[config.mk]
export PLATFORM = sky130hd
export DESIGN_NAME = lrsc_monitor
export DESIGN_NICKNAME = d
export VERILOG_FILES = /design/src/rtl/lrsc_pkg.sv /design/src/rtl/lrsc_blk_match.sv /design/src/rtl/lrsc_resv_reg.sv /design/src/rtl/lrsc_sc_status.sv /design/src/rtl/lrsc_monitor.sv
export SDC_FILE = /design/constraint.sdc
export NUM_CORES = 1
export LEC_CHECK = 0
export BUFFER_PORTS_ARGS = -buffer_cell sky130_fd_sc_hd__buf_2
export CAP_MARGIN = 20
export CORE_MARGIN = 3
export CORE_UTILIZATION = 35
export CTS_CLUSTER_SIZE = 8
export DETAILED_ROUTE_END_ITERATION = 6
export PLACE_DENSITY = 0.64
export SLEW_MARGIN = 10
export SYNTH_ARGS = -nofsm -noshare
export SYNTH_HDL_FRONTEND = slang
export SYNTH_HIERARCHICAL = 1
export SYNTH_SLANG_ARGS = --single-unit
[constraint.sdc]
create_clock -name clk -period 4.6 [get_ports clk]
set_input_delay 0.23 -clock clk [delete_from_list [all_inputs] [get_ports clk]]
set_output_delay 0.23 -clock clk [all_outputs]
set_load 0.005 [all_outputs]
[src/rtl/lrsc_pkg.sv]
package lrsc_pkg;
  typedef enum logic [1:0] {
    LRSC_NOP  = 2'b00,
    LRSC_LR   = 2'b01,
    LRSC_SC   = 2'b10,
    LRSC_RSVD = 2'b11
  } lrsc_op_e;
endpackage

[src/rtl/lrsc_blk_match.sv]
module lrsc_blk_match #(
  parameter int BLK_W = 28
) (
  input  logic             en,
  input  logic [BLK_W-1:0] blk_a,
  input  logic [BLK_W-1:0] blk_b,
  output logic             hit
);
  function automatic logic same_blk(input logic [BLK_W-1:0] a, input logic [BLK_W-1:0] b);
    return a == b;
  endfunction

  assign hit = en && same_blk(blk_a, blk_b);
endmodule

[src/rtl/lrsc_resv_reg.sv]
module lrsc_resv_reg #(
  parameter int BLK_W = 28
) (
  input  logic             clk,
  input  logic             rst_n,
  input  logic             set,
  input  logic [BLK_W-1:0] set_blk,
  input  logic             clr,
  output logic             flag,
  output logic [BLK_W-1:0] blk
);
  // a new reservation has priority over any clear in the same cycle
  always_ff @(posedge clk) begin
    if (!rst_n) begin
      flag <= 1'b0;
      blk  <= '0;
    end else if (set) begin
      flag <= 1'b1;
      blk  <= set_blk;
    end else if (clr) begin
      flag <= 1'b0;
    end
  end
endmodule

[src/rtl/lrsc_sc_status.sv]
module lrsc_sc_status #(
  parameter int BLK_W = 28
) (
  input  logic             clk,
  input  logic             rst_n,
  input  logic             sc_req,
  input  logic             sc_pass,
  input  logic [BLK_W-1:0] sc_blk,
  output logic             done,
  output logic             ok,
  output logic             cancel,
  output logic [BLK_W-1:0] cancel_blk
);
  always_ff @(posedge clk) begin
    if (!rst_n) begin
      done       <= 1'b0;
      ok         <= 1'b0;
      cancel     <= 1'b0;
      cancel_blk <= '0;
    end else begin
      done   <= sc_req;
      cancel <= sc_pass;
      if (sc_req) ok <= sc_pass;
      if (sc_pass) cancel_blk <= sc_blk;
    end
  end
endmodule

[src/rtl/lrsc_monitor.sv]
module lrsc_monitor
  import lrsc_pkg::*;
#(
  parameter int ADDR_W = 32,
  parameter int OFS_W  = 4
) (
  input  logic              clk,
  input  logic              rst_n,
  input  logic              req_valid,
  input  logic [1:0]        req_op,
  input  logic [ADDR_W-1:0] req_addr,
  input  logic              snoop_valid,
  input  logic              snoop_store,
  input  logic [ADDR_W-1:0] snoop_addr,
  output logic              sc_done,
  output logic              sc_ok,
  output logic              cancel_valid,
  output logic [ADDR_W-1:0] cancel_addr,
  output logic              resv_valid,
  output logic [ADDR_W-1:0] resv_addr
);
  localparam int BLK_W = ADDR_W - OFS_W;

  lrsc_op_e         op;
  logic             lr_req, sc_req;
  logic             snoop_hit, sc_match, sc_pass;
  logic [BLK_W-1:0] req_blk, snoop_blk, resv_blk, cancel_blk;

  assign op        = lrsc_op_e'(req_op);
  assign lr_req    = req_valid && (op == LRSC_LR);
  assign sc_req    = req_valid && (op == LRSC_SC);
  assign req_blk   = req_addr[ADDR_W-1:OFS_W];
  assign snoop_blk = snoop_addr[ADDR_W-1:OFS_W];

  lrsc_blk_match #(.BLK_W(BLK_W)) snoop_cmp_i (
    .en    (snoop_valid && snoop_store && resv_valid),
    .blk_a (snoop_blk),
    .blk_b (resv_blk),
    .hit   (snoop_hit)
  );

  lrsc_blk_match #(.BLK_W(BLK_W)) sc_cmp_i (
    .en    (resv_valid),
    .blk_a (req_blk),
    .blk_b (resv_blk),
    .hit   (sc_match)
  );

  // a snooped store in the same cycle is ordered ahead of the conditional store
  assign sc_pass = sc_req && sc_match && !snoop_hit;

  lrsc_resv_reg #(.BLK_W(BLK_W)) resv_i (
    .clk     (clk),
    .rst_n   (rst_n),
    .set     (lr_req),
    .set_blk (req_blk),
    .clr     (sc_req || snoop_hit),
    .flag    (resv_valid),
    .blk     (resv_blk)
  );

  lrsc_sc_status #(.BLK_W(BLK_W)) stat_i (
    .clk        (clk),
    .rst_n      (rst_n),
    .sc_req     (sc_req),
    .sc_pass    (sc_pass),
    .sc_blk     (req_blk),
    .done       (sc_done),
    .ok         (sc_ok),
    .cancel     (cancel_valid),
    .cancel_blk (cancel_blk)
  );

  assign resv_addr   = {resv_blk, {OFS_W{1'b0}}};
  assign cancel_addr = {cancel_blk, {OFS_W{1'b0}}};
endmodule

# After elaboration in Yosys (flattened, before gate mapping)
# Cells that the tools add are included.
dict set report word_totals {
  reg_bits 60
  latchBits 0
  mem_bits_rw 0
  rom_bits 0
  input_bits 71
  elab_cells 23
  n_memories 0
}
dict set report op_classes {
  add_sub_neg 0
  n_mul 0
  div_mod_pow 0
  order_cmp 0
  eq_ne 4
  n_shift 0
  mux 2
  bitwise 0
  reduce_logical 11
}
# cell count
set ops {}
lappend ops {{$eq 28x28->1} 2}
lappend ops {{$logic_and 1x1->1} 8}
lappend ops {{$eq 2x1->1 const B} 1}
lappend ops {{$eq 2x2->1 const B} 1}
lappend ops {{$mux 1} 2}
lappend ops {{$reduce_bool 2->1} 1}
lappend ops {{$logic_not 1->1} 1}
lappend ops {{$logic_or 1x1->1} 1}

# Longest topological paths before layout
dict set report logic_depth {
  word_depth 6
  mapped_depth 9
}

# Cells and area by module
# The synthesis kept the hierarchy.
# mod n_inst cells_per_inst area_each_um2 seq_area_each_um2
set modules_own_cells {}
lappend modules_own_cells {lrsc_sc_status 1 98 1187.4 620.6}
lappend modules_own_cells {lrsc_resv_reg 1 93 1101.1 580.6}
lappend modules_own_cells {lrsc_blk_match 2 38 311.5 0.0}
lappend modules_own_cells {lrsc_monitor 1 16 120.1 0.0}

# Worst setup path before layout
# OpenSTA, ideal clock, no wires.
dict set report synth_path {
  path_type {flip-flop to flip-flop}
  startpoint {reg resv_i.blk[19]}
  endpoint {reg stat_i.cancel_blk[0]}
  arrival_time_ps 1740
  t_required_ps 4484
  setup_slack_ps 2744
  stages_incl_launch_ff 10
  synth_period_minus_slack_ps 1856
  cell_sequence {dfxtp_1 -> xor2_1 -> nor4_1 -> nand3_1 -> nor4_2 -> nor3b_2 -> buf_6 -> buf_12 -> mux2i_1 -> nor2b_1}
}
dict set report synth_between {
  elab_chain_cells 4
  word_cells_on_any_way 7
}
# element line
set synth_rtl {}
lappend synth_rtl {{start, declared} lrsc_resv_reg.sv:10} ;# output logic [BLK_W-1:0] blk
lappend synth_rtl {{start signal, assigned} lrsc_resv_reg.sv:19} ;# blk <= set_blk;
lappend synth_rtl {{$eq 28x28->1} lrsc_blk_match.sv:10} ;# return a == b;
lappend synth_rtl {{$logic_and 1x1->1} lrsc_blk_match.sv:13} ;# assign hit = en && same_blk(blk_a, blk_b);
lappend synth_rtl {{via sc_match} lrsc_monitor.sv:26} ;# logic snoop_hit, sc_match, sc_pass;
lappend synth_rtl {{$logic_and 1x1->1 (2 in a row)} lrsc_monitor.sv:50} ;# assign sc_pass = sc_req && sc_match && !snoop_hit;
lappend synth_rtl {{via sc_pass} lrsc_monitor.sv:26}
lappend synth_rtl {{end signal, assigned} lrsc_sc_status.sv:24} ;# if (sc_pass) cancel_blk <= sc_blk;
lappend synth_rtl {{end, declared} lrsc_sc_status.sv:12} ;# output logic [BLK_W-1:0] cancel_blk
# The timed path passes the listed nets, and every way through them passes these cells.
# A chain may end at the register's enable or synchronous reset.

# Worst setup path after layout
dict set report layout_path {
  startpoint {reg resv_i.blk[1]}
  endpoint {reg stat_i.cancel_blk[6]}
}
# The elaborated chain is that of the path after synthesis.

==> impl_metrics.ini <==
[status]
status = finished clean

[setup_path]
worstSetupStartpointType = flop
rr_worst_depth = 8
crit_type = flop to flop
end_kind = flop
slowest_stage = nor3b_4
critical-path-max-stage-delay_ns = 0.89
arrival_ns = 3.18
crit_path_max_fanout = 16
crit_chain = xor2_1 > nor4_1 > nand4_1 > nor4_2 > nor3b_4 > buf_4 > mux2i_1 > nor2b_1
critPathRequiredTime_ns = 4.83

[clock_network]
clkLatencyLatePin_ns = 0.33
cts_sinks = 60
clk_pin_slew_ns = 0.08
cts_hold_buf = 0
clk_path_buf_depth = 2
clockRootBuffer = clkbuf_8
h-tree-depth = 3
cts_resized = 0
cts_tree = done
post-cts-setup-buffers = 0
cts-buffers-inserted = 9

[timing]
worst_slack_ns = 1.65
fin_hold_ws_ns = 0.197
rsz0062_at_grt = false
finalClockSkew_ns = 0.0129
slew_headroom_pct = 31.0
worstMarginPinSlew_ns = 1.03
period_needed_ns = 2.95
setup_tns_ns = 0
setup_viol = 0
fmax_mhz = 339
drv_slew = 0
hold_violations = 0
period_share_pct = 64.1

[routing]
dr.pass1.iters = 4
drtIter0Drc = 41
drt-total-wl_mm = 7.06
drt.antenna.violating_nets = 0
vias_per_cell = 4.49
vias = 2310
wl_per_cell_microns = 13.7
drc = 0

[floorplan]
die_area_sq_um = 9810
start_util_pct = 36.5
coreArea_sq_um = 8300
die_h_microns = 99.1
die_x_microns = 99.1
pin_count = 139
rows = 33

[logic_synthesis]
netlist_area_sq_um = 3030
ys_ff_latch = 60
synth_cell_types = 25
yosys-top-cells-area = dfxtp_1 (40%), mux2i_1 (19%), nor2b_1 (12%)
yosysSeqAreaShare_pct = 39.6
yosysMostFrequentCell = dfxtp_1
synth_edf_count = 0
synth_cells = 283
ys.warnings.count = 6
ys_top_cells_by_count = dfxtp_1 (60), nor2b_1 (58), mux2i_1 (57), xor2_1 (38), xnor2_1 (18)
synth_top_area_share_pct = 39.6
synthArstFlopShare_pct = 0
synthFlopType = dfxtp_1
avgSynthCellArea_sq_um = 10.7
post-synth-top-area-cell = dfxtp_1

[layout]
drive_gt1_share_pct = 35.6
antenna_cells = 0
area_growth_pct = 27.4
nets = 476

[pwr]
p_per_area_nw_per_um2 = 295
power.leakage_nw = 1.70
ir_worst_vdd_mv = 0.136

[worst_hold_path]
min_path_cells = 3
hold_class = input pin to flop

[grt]
grt_pass1_vias = 2255
grt_usage_pct = 14.4
grt_max_degree = 61
antenna_found_initial = 0
grt_overflow_total = 0
grt_first_pass_wirelength_mm = 11.2

[placed_design]
post-place-ws_ns = 1.53
gp_congestion = 0.743
io_buffers = 122
dp_hpwl_mm = 5.29

[run]
maxCapViolCount = 0
[area by class of cell]
class | instances | area (sq um)
clock inverter | 6 | 63.8
inverter | 1 | 3.75
multi-input combinational | 208 | 1670
fill | 816 | 4440
clock buffer | 10 | 138
tap | 105 | 131
sequential | 60 | 1200
timing repair buffer | 125 | 653
[logic make-up after synthesis]
family / synth area share [%]
multiplexers: 18.8
AND/OR/NAND/NOR: 18.5
other: 0.124
buffers and inverters: 6.52
AO/OA/AOI/OAI: 0.248
flip-flops: 39.6
XOR/XNOR: 16.2
[through the flow]
step | cell area [sq um] | instances | utilization (%) | total power, mW
finish | 3860 | 515 | 46.6 | 1.14
global route | 3860 | 515 | 46.6 | 1.20
CTS | 3860 | 515 | 46.6 | 1.16
detailed placement | 3660 | 499 | 44.1 | 0.677
global placement | 3630 | 498 | 43.8 | 0.674
floorplan | 3060 | 290 | - | 0.623
[worst max-delay path, delay by kind of cell (launching register included)]
family | cells | cell delay (ns)
DFF | 1 | 0.35
xor gates and xnor gates | 1 | 0.17
and+or+nand+nor | 5 | 1.76
buffers and inverters | 1 | 0.36
muxes | 1 | 0.21
[routing by layer]
layer  vias to the layer above  part of all wire, %  GRT usage [%]
met4                         0                  1.2           5.67
met3                        10                  7.5           4.18
li1                       1175                    -              -
met2                        84                   47           23.5
met1                      1041                   44           18.0
met5                         -                    0              0
[sequential cells by signal, indices dropped and copies added, names as in the netlist]
| signal | count |
|---|---|
| stat_i/done | 1 |
| resv_i/blk | 28 |
| stat_i/cancel | 1 |
| stat_i/ok | 1 |
| stat_i/cancel_blk | 28 |
| resv_i/flag | 1 |
[layout by cell type (no fill, tap or decap), types with 2 or more instances in the layout]
cell / Yosys / routed
and2_1: 2 / 2
buf_2: 1 / 122
buf_4: 9 / 2
clkbuf_8: 0 / 10
clkinv_2: 0 / 2
clkinvlp_4: 0 / 2
conb_1: 1 / 8
dfxtp_1: 60 / 60
mux2i_1: 57 / 57
nand3_1: 2 / 2
nand4_1: 6 / 6
nor2b_1: 58 / 58
nor3_1: 2 / 2
nor4_1: 8 / 8
nor4_2: 2 / 2
xnor2_1: 18 / 18
xor2_1: 38 / 38
[worst paths after layout]
check,from,end,slack (ns)
setup reg to reg,resv_i/blk[1]$_SDFFE_PN0P_,stat_i/cancel_blk[6]$_SDFFE_PN0P_,1.65
hold / removal,req_addr[23],stat_i/cancel_blk[19]$_SDFFE_PN0P_,0.20
hold reg to reg,stat_i/cancel_blk[11]$_SDFFE_PN0P_,stat_i/cancel_blk[11]$_SDFFE_PN0P_,0.52
setup / recovery,resv_i/blk[1]$_SDFFE_PN0P_,stat_i/cancel_blk[6]$_SDFFE_PN0P_,1.65
[report_power, final]
part,total (mW),internal [mW],switching (mW),leakage (nW)
clock network,0.476,0.264,0.213,0.0983
registers,0.540,0.528,0.0112,0.485
logic,0.124,0.0665,0.0578,1.12
total,1.14,0.858,0.282,1.70
(Power assumes the default switching activity.)
